## config.mk

```make
export PLATFORM = sky130hd
export DESIGN_NAME = bfs_subtracter
export DESIGN_NICKNAME = d
export VERILOG_FILES = /design/src/rtl/bfs_pkg.sv /design/src/rtl/bfs_cell.sv /design/src/rtl/bfs_link.sv /design/src/rtl/bfs_sign.sv /design/src/rtl/bfs_subtracter.sv
export SDC_FILE = /design/constraint.sdc
export NUM_CORES = 1
export LEC_CHECK = 0
export ABC_AREA = 1
export BUFFER_PORTS_ARGS = -buffer_cell sky130_fd_sc_hd__buf_2
export CORE_AREA = 2 2 126 128
export DETAILED_ROUTE_END_ITERATION = 8
export DIE_AREA = 0 0 128 130
export PLACE_DENSITY_LB_ADDON = 0.12
export SLEW_MARGIN = 20
export SYNTH_ARGS = -nofsm -noshare
export SYNTH_HDL_FRONTEND = slang
export SYNTH_HIERARCHICAL = 1
export SYNTH_SLANG_ARGS = --single-unit
```

## constraint.sdc

```tcl
create_clock -name vclk -period 3
set_input_delay 0.45 -clock vclk [all_inputs]
set_output_delay 0.45 -clock vclk [all_outputs]
set_load 0.02 [all_outputs]
```

## src/rtl/bfs_pkg.sv

```systemverilog
package bfs_pkg;

  typedef struct packed {
    logic sgn;
    logic mag;
  } sdigit_t;

  // Borrow a position hands upward: its local difference is negative.
  function automatic logic borrow_of(input sdigit_t x, input logic y);
    return (x.sgn & x.mag) | (~x.mag & y);
  endfunction

  // Combine the local residue u with the borrow arriving from below.
  function automatic sdigit_t settle(input logic u, input logic c);
    sdigit_t d;
    d.sgn = c;
    d.mag = u ^ c;
    return d;
  endfunction

endpackage

```

## src/rtl/bfs_cell.sv

```systemverilog
module bfs_cell
  import bfs_pkg::*;
(
  input  logic min_sgn_i,
  input  logic min_mag_i,
  input  logic sub_i,
  input  logic gate_i,
  input  logic cin_i,
  output logic bout_o,
  output logic raw_sgn_o,
  output logic mag_o
);

  sdigit_t x_d;
  sdigit_t r_d;
  logic    resid;

  always_comb begin
    x_d.sgn = min_sgn_i;
    x_d.mag = min_mag_i;
    resid   = min_mag_i ^ sub_i;
    r_d     = settle(resid, cin_i);
  end

  assign bout_o    = gate_i & borrow_of(x_d, sub_i);
  assign raw_sgn_o = r_d.sgn;
  assign mag_o     = r_d.mag;

endmodule

```

## src/rtl/bfs_link.sv

```systemverilog
module bfs_link #(
  parameter int unsigned WIDTH = 64
) (
  input  logic [WIDTH-2:0] bout_i,
  input  logic             split_i,
  output logic [WIDTH-1:0] cin_o
);

  localparam int unsigned HALF = WIDTH / 2;

  genvar i;
  generate
    for (i = 0; i < WIDTH; i++) begin : g_pos
      if (i == 0) begin : g_lsb
        assign cin_o[i] = 1'b0;
      end else if (i == HALF) begin : g_cut
        assign cin_o[i] = split_i ? 1'b0 : bout_i[i-1];
      end else begin : g_pass
        assign cin_o[i] = bout_i[i-1];
      end
    end
  endgenerate

endmodule

```

## src/rtl/bfs_sign.sv

```systemverilog
module bfs_sign #(
  parameter int unsigned WIDTH = 64
) (
  input  logic [WIDTH-1:0] raw_sgn_i,
  input  logic             top_bout_i,
  input  logic             top_mag_i,
  input  logic             mid_bout_i,
  input  logic             mid_mag_i,
  input  logic             split_i,
  input  logic [1:0]       neg_i,
  output logic [WIDTH-1:0] sgn_o
);

  localparam int unsigned HALF = WIDTH / 2;

  // A dropped borrow caused by a -1 minuend digit is absorbed by a sign flip.
  logic top_flip;
  logic mid_flip;
  logic neg_up;

  assign top_flip = top_bout_i & top_mag_i;
  assign mid_flip = split_i & mid_bout_i & mid_mag_i;
  assign neg_up   = split_i ? neg_i[1] : neg_i[0];

  genvar i;
  generate
    for (i = 0; i < WIDTH; i++) begin : g_pos
      if (i == WIDTH - 1) begin : g_top
        assign sgn_o[i] = raw_sgn_i[i] ^ neg_up ^ top_flip;
      end else if (i == HALF - 1) begin : g_mid
        assign sgn_o[i] = raw_sgn_i[i] ^ neg_i[0] ^ mid_flip;
      end else if (i >= HALF) begin : g_up
        assign sgn_o[i] = raw_sgn_i[i] ^ neg_up;
      end else begin : g_lo
        assign sgn_o[i] = raw_sgn_i[i] ^ neg_i[0];
      end
    end
  endgenerate

endmodule

```

## src/rtl/bfs_subtracter.sv

```systemverilog
module bfs_subtracter #(
  parameter int unsigned WIDTH = 64
) (
  input  logic [WIDTH-1:0] min_sgn_i,
  input  logic [WIDTH-1:0] min_mag_i,
  input  logic [WIDTH-1:0] sub_i,
  input  logic             gate_i,
  input  logic             split_i,
  input  logic [1:0]       neg_i,
  output logic [WIDTH-1:0] dif_sgn_o,
  output logic [WIDTH-1:0] dif_mag_o
);

  localparam int unsigned HALF = WIDTH / 2;

  logic [WIDTH-1:0] bout;
  logic [WIDTH-1:0] cin;
  logic [WIDTH-1:0] raw_sgn;

  genvar i;
  generate
    for (i = 0; i < WIDTH; i++) begin : g_cell
      bfs_cell u_cell (
        .min_sgn_i (min_sgn_i[i]),
        .min_mag_i (min_mag_i[i]),
        .sub_i     (sub_i[i]),
        .gate_i    (gate_i),
        .cin_i     (cin[i]),
        .bout_o    (bout[i]),
        .raw_sgn_o (raw_sgn[i]),
        .mag_o     (dif_mag_o[i])
      );
    end
  endgenerate

  bfs_link #(.WIDTH(WIDTH)) u_link (
    .bout_i  (bout[WIDTH-2:0]),
    .split_i (split_i),
    .cin_o   (cin)
  );

  bfs_sign #(.WIDTH(WIDTH)) u_sign (
    .raw_sgn_i  (raw_sgn),
    .top_bout_i (bout[WIDTH-1]),
    .top_mag_i  (min_mag_i[WIDTH-1]),
    .mid_bout_i (bout[HALF-1]),
    .mid_mag_i  (min_mag_i[HALF-1]),
    .split_i    (split_i),
    .neg_i      (neg_i),
    .sgn_o      (dif_sgn_o)
  );

endmodule

```

==> flow_summary.json <==
{
  "grt_usage": 0.160,
  "p_sw_uw": 724,
  "synth_fp_nets": 1216,
  "seqCellArea_um2": 0,
  "grt_pass1_wl_um": 22400,
  "die_width_um": 128,
  "ant_nets": 0,
  "drive_gt1_frac": 0.336,
  "share_seq_of_total_power": 0,
  "ir_drop_mv": 0.0756,
  "maxCapViolations": 0,
  "clock_buffers": 0,
  "switching_share": 0.637,
  "seq_area_frac_synth": 0,
  "hp-class": "in -> out",
  "critPathArrivalTime_ps": 1960,
  "die_area_um2": 16600,
  "drv_slew": 0,
  "die_h_um": 130,
  "worstSetupPathType": "in -> out",
  "gp_congestion": 0.818,
  "setup_violations": 0,
  "power_density_nw_per_um2": 192,
  "power_frac_comb": 1.000,
  "cts_hold_buf": 0,
  "cts-resized-gates": 0,
  "worstSetupStartpointType": "input port",
  "start_util": 0.327,
  "synth_area_um2": 5050,
  "relSlewSlack": 0.619,
  "fin_tns_setup_ps": 0,
  "rows": 46,
  "crit_required_ps": 2550,
  "whs_ps": 1310,
  "seq_cells": 0,
  "fmaxAchievable_ghz": 0.416,
  "final-hold-violation-count": 0,
  "dp_slack_ps": 556,
  "grt_overflow_total": 0,
  "coreArea_um2": 15400,
  "n_fill_cell": 1841,
  "syn_area_per_cell_um2": 4.95,
  "yosys_warnings": 6,
  "pwr-share-clk": 0,
  "post_cts_buffers": 0,
  "io-pin-count": 324,
  "wirelength_um": 14700,
  "rsz0062_at_grt": "no",
  "vias": 5764,
  "layout_commonest_cell": "nand2_1",
  "worstPathMaxFanout": 31,
  "detailed_place_hpwl_um": 12800,
  "grt_max_degree": 33,
  "min_period_over_period": 0.802,
  "drtIter0Drc": 213,
  "nets": 1409,
  "grt_pass1_vias": 4885,
  "ys_types": 14,
  "vias_per_cell": 4.10,
  "power_leakage_nw": 4.20,
  "p_int_uw": 412,
  "endpoint_kind": "output pin",
  "drt-pass1-iter-count": 6,
  "portBuffers": 324,
  "antenna_found_initial": 3,
  "period_needed_ps": 2410,
  "syn_to_final_growth_pct": 17.1,
  "syn_inst": 1020,
  "tightestPinTransition_ps": 571,
  "avgRoutedWirePerCell_um": 10.4,
  "worst_slack_ps": 594,
  "drcViolationCount": 0,
  "status": "complete, no violations",
  "layout_common_cells": "nand2_1, buf_2, inv_1, nand2_2, nand3_1"
}
-- per-stage QoR --
stage	instances	power, mW	util	cell area (µm²)
after floorplan	1020	0.854	-	5050
after global placement	1403	1.14	0.383	5910
after detailed placement	1403	1.15	0.383	5910
after CTS	1403	1.15	0.383	5910
after global routing	1404	1.27	0.383	5910
final	1405	1.14	0.383	5910
-- path summary, 6_finish.rpt --
kind | startpoint | to | slack (ps) | depth (start not counted)
worst max-delay path | gate_i | dif_sgn_o[63] | 590 | 8
worst min-delay path | sub_i[50] | dif_mag_o[50] | 1310 | 5
-- cells in the mapped netlist --
cell / instances / share of area
a21boi_1: 64 / 0.095
buf_4: 133 / 0.20
buf_6: 3 / 0.0067
buf_8: 1 / 0.0030
conb_1: 1 / 0.00074
inv_1: 227 / 0.17
inv_4: 1 / 0.0012
nand2_1: 413 / 0.31
nand2_2: 74 / 0.092
nand2_4: 2 / 0.0045
nand3_1: 68 / 0.067
nor2_2: 1 / 0.0012
or2_2: 1 / 0.0012
xor2_1: 31 / 0.054
-- critical path, stage by stage --
cell      delay [ps]
buf_2            450
buf_12           250
a21boi_1         310
inv_1             70
nand3_1           90
nand3_1           80
nand2_1           70
buf_2            160
-- power groups by stage --
stage	clock network (mW)	registers (mW)	logic, mW
5_1_grt	0.0000000446	0	1.27
2_1_floorplan	0	0	0.854
4_1_cts	0	0	1.15
3_5_place_dp	0	0	1.15
6_report	0.0000000893	0	1.14
3_3_place_gp	0	0	1.14
-- routing by layer --
metal  GRT usage  vias up  wire, µm
met4      0.0220        4       253
met1       0.184     2306      6130
met3      0.0467       18      1400
met5           0        -        25
li1            -     3234         -
met2       0.302      202      6840
-- cells by family after synthesis --
group / after synthesis / share of synthesized area
AND/OR/NAND/NOR: 559 / 0.473
other: 1 / 0.000743
buffers and inverters: 365 / 0.377
AO/OA/AOI/OAI: 64 / 0.0951
XOR/XNOR: 31 / 0.0538
-- final cells by class --
cell class / count / area [µm²] / share of cell area
Multi-Input combinational cell: 655 / 3140 / 0.532
Antenna cell: 2 / 5.00 / 0.000847
Timing Repair Buffer: 328 / 1660 / 0.281
Inverter: 228 / 858 / 0.145
Tap cell: 192 / 240 / 0.0406
Note: power is estimated with default switching activity, not from simulation.
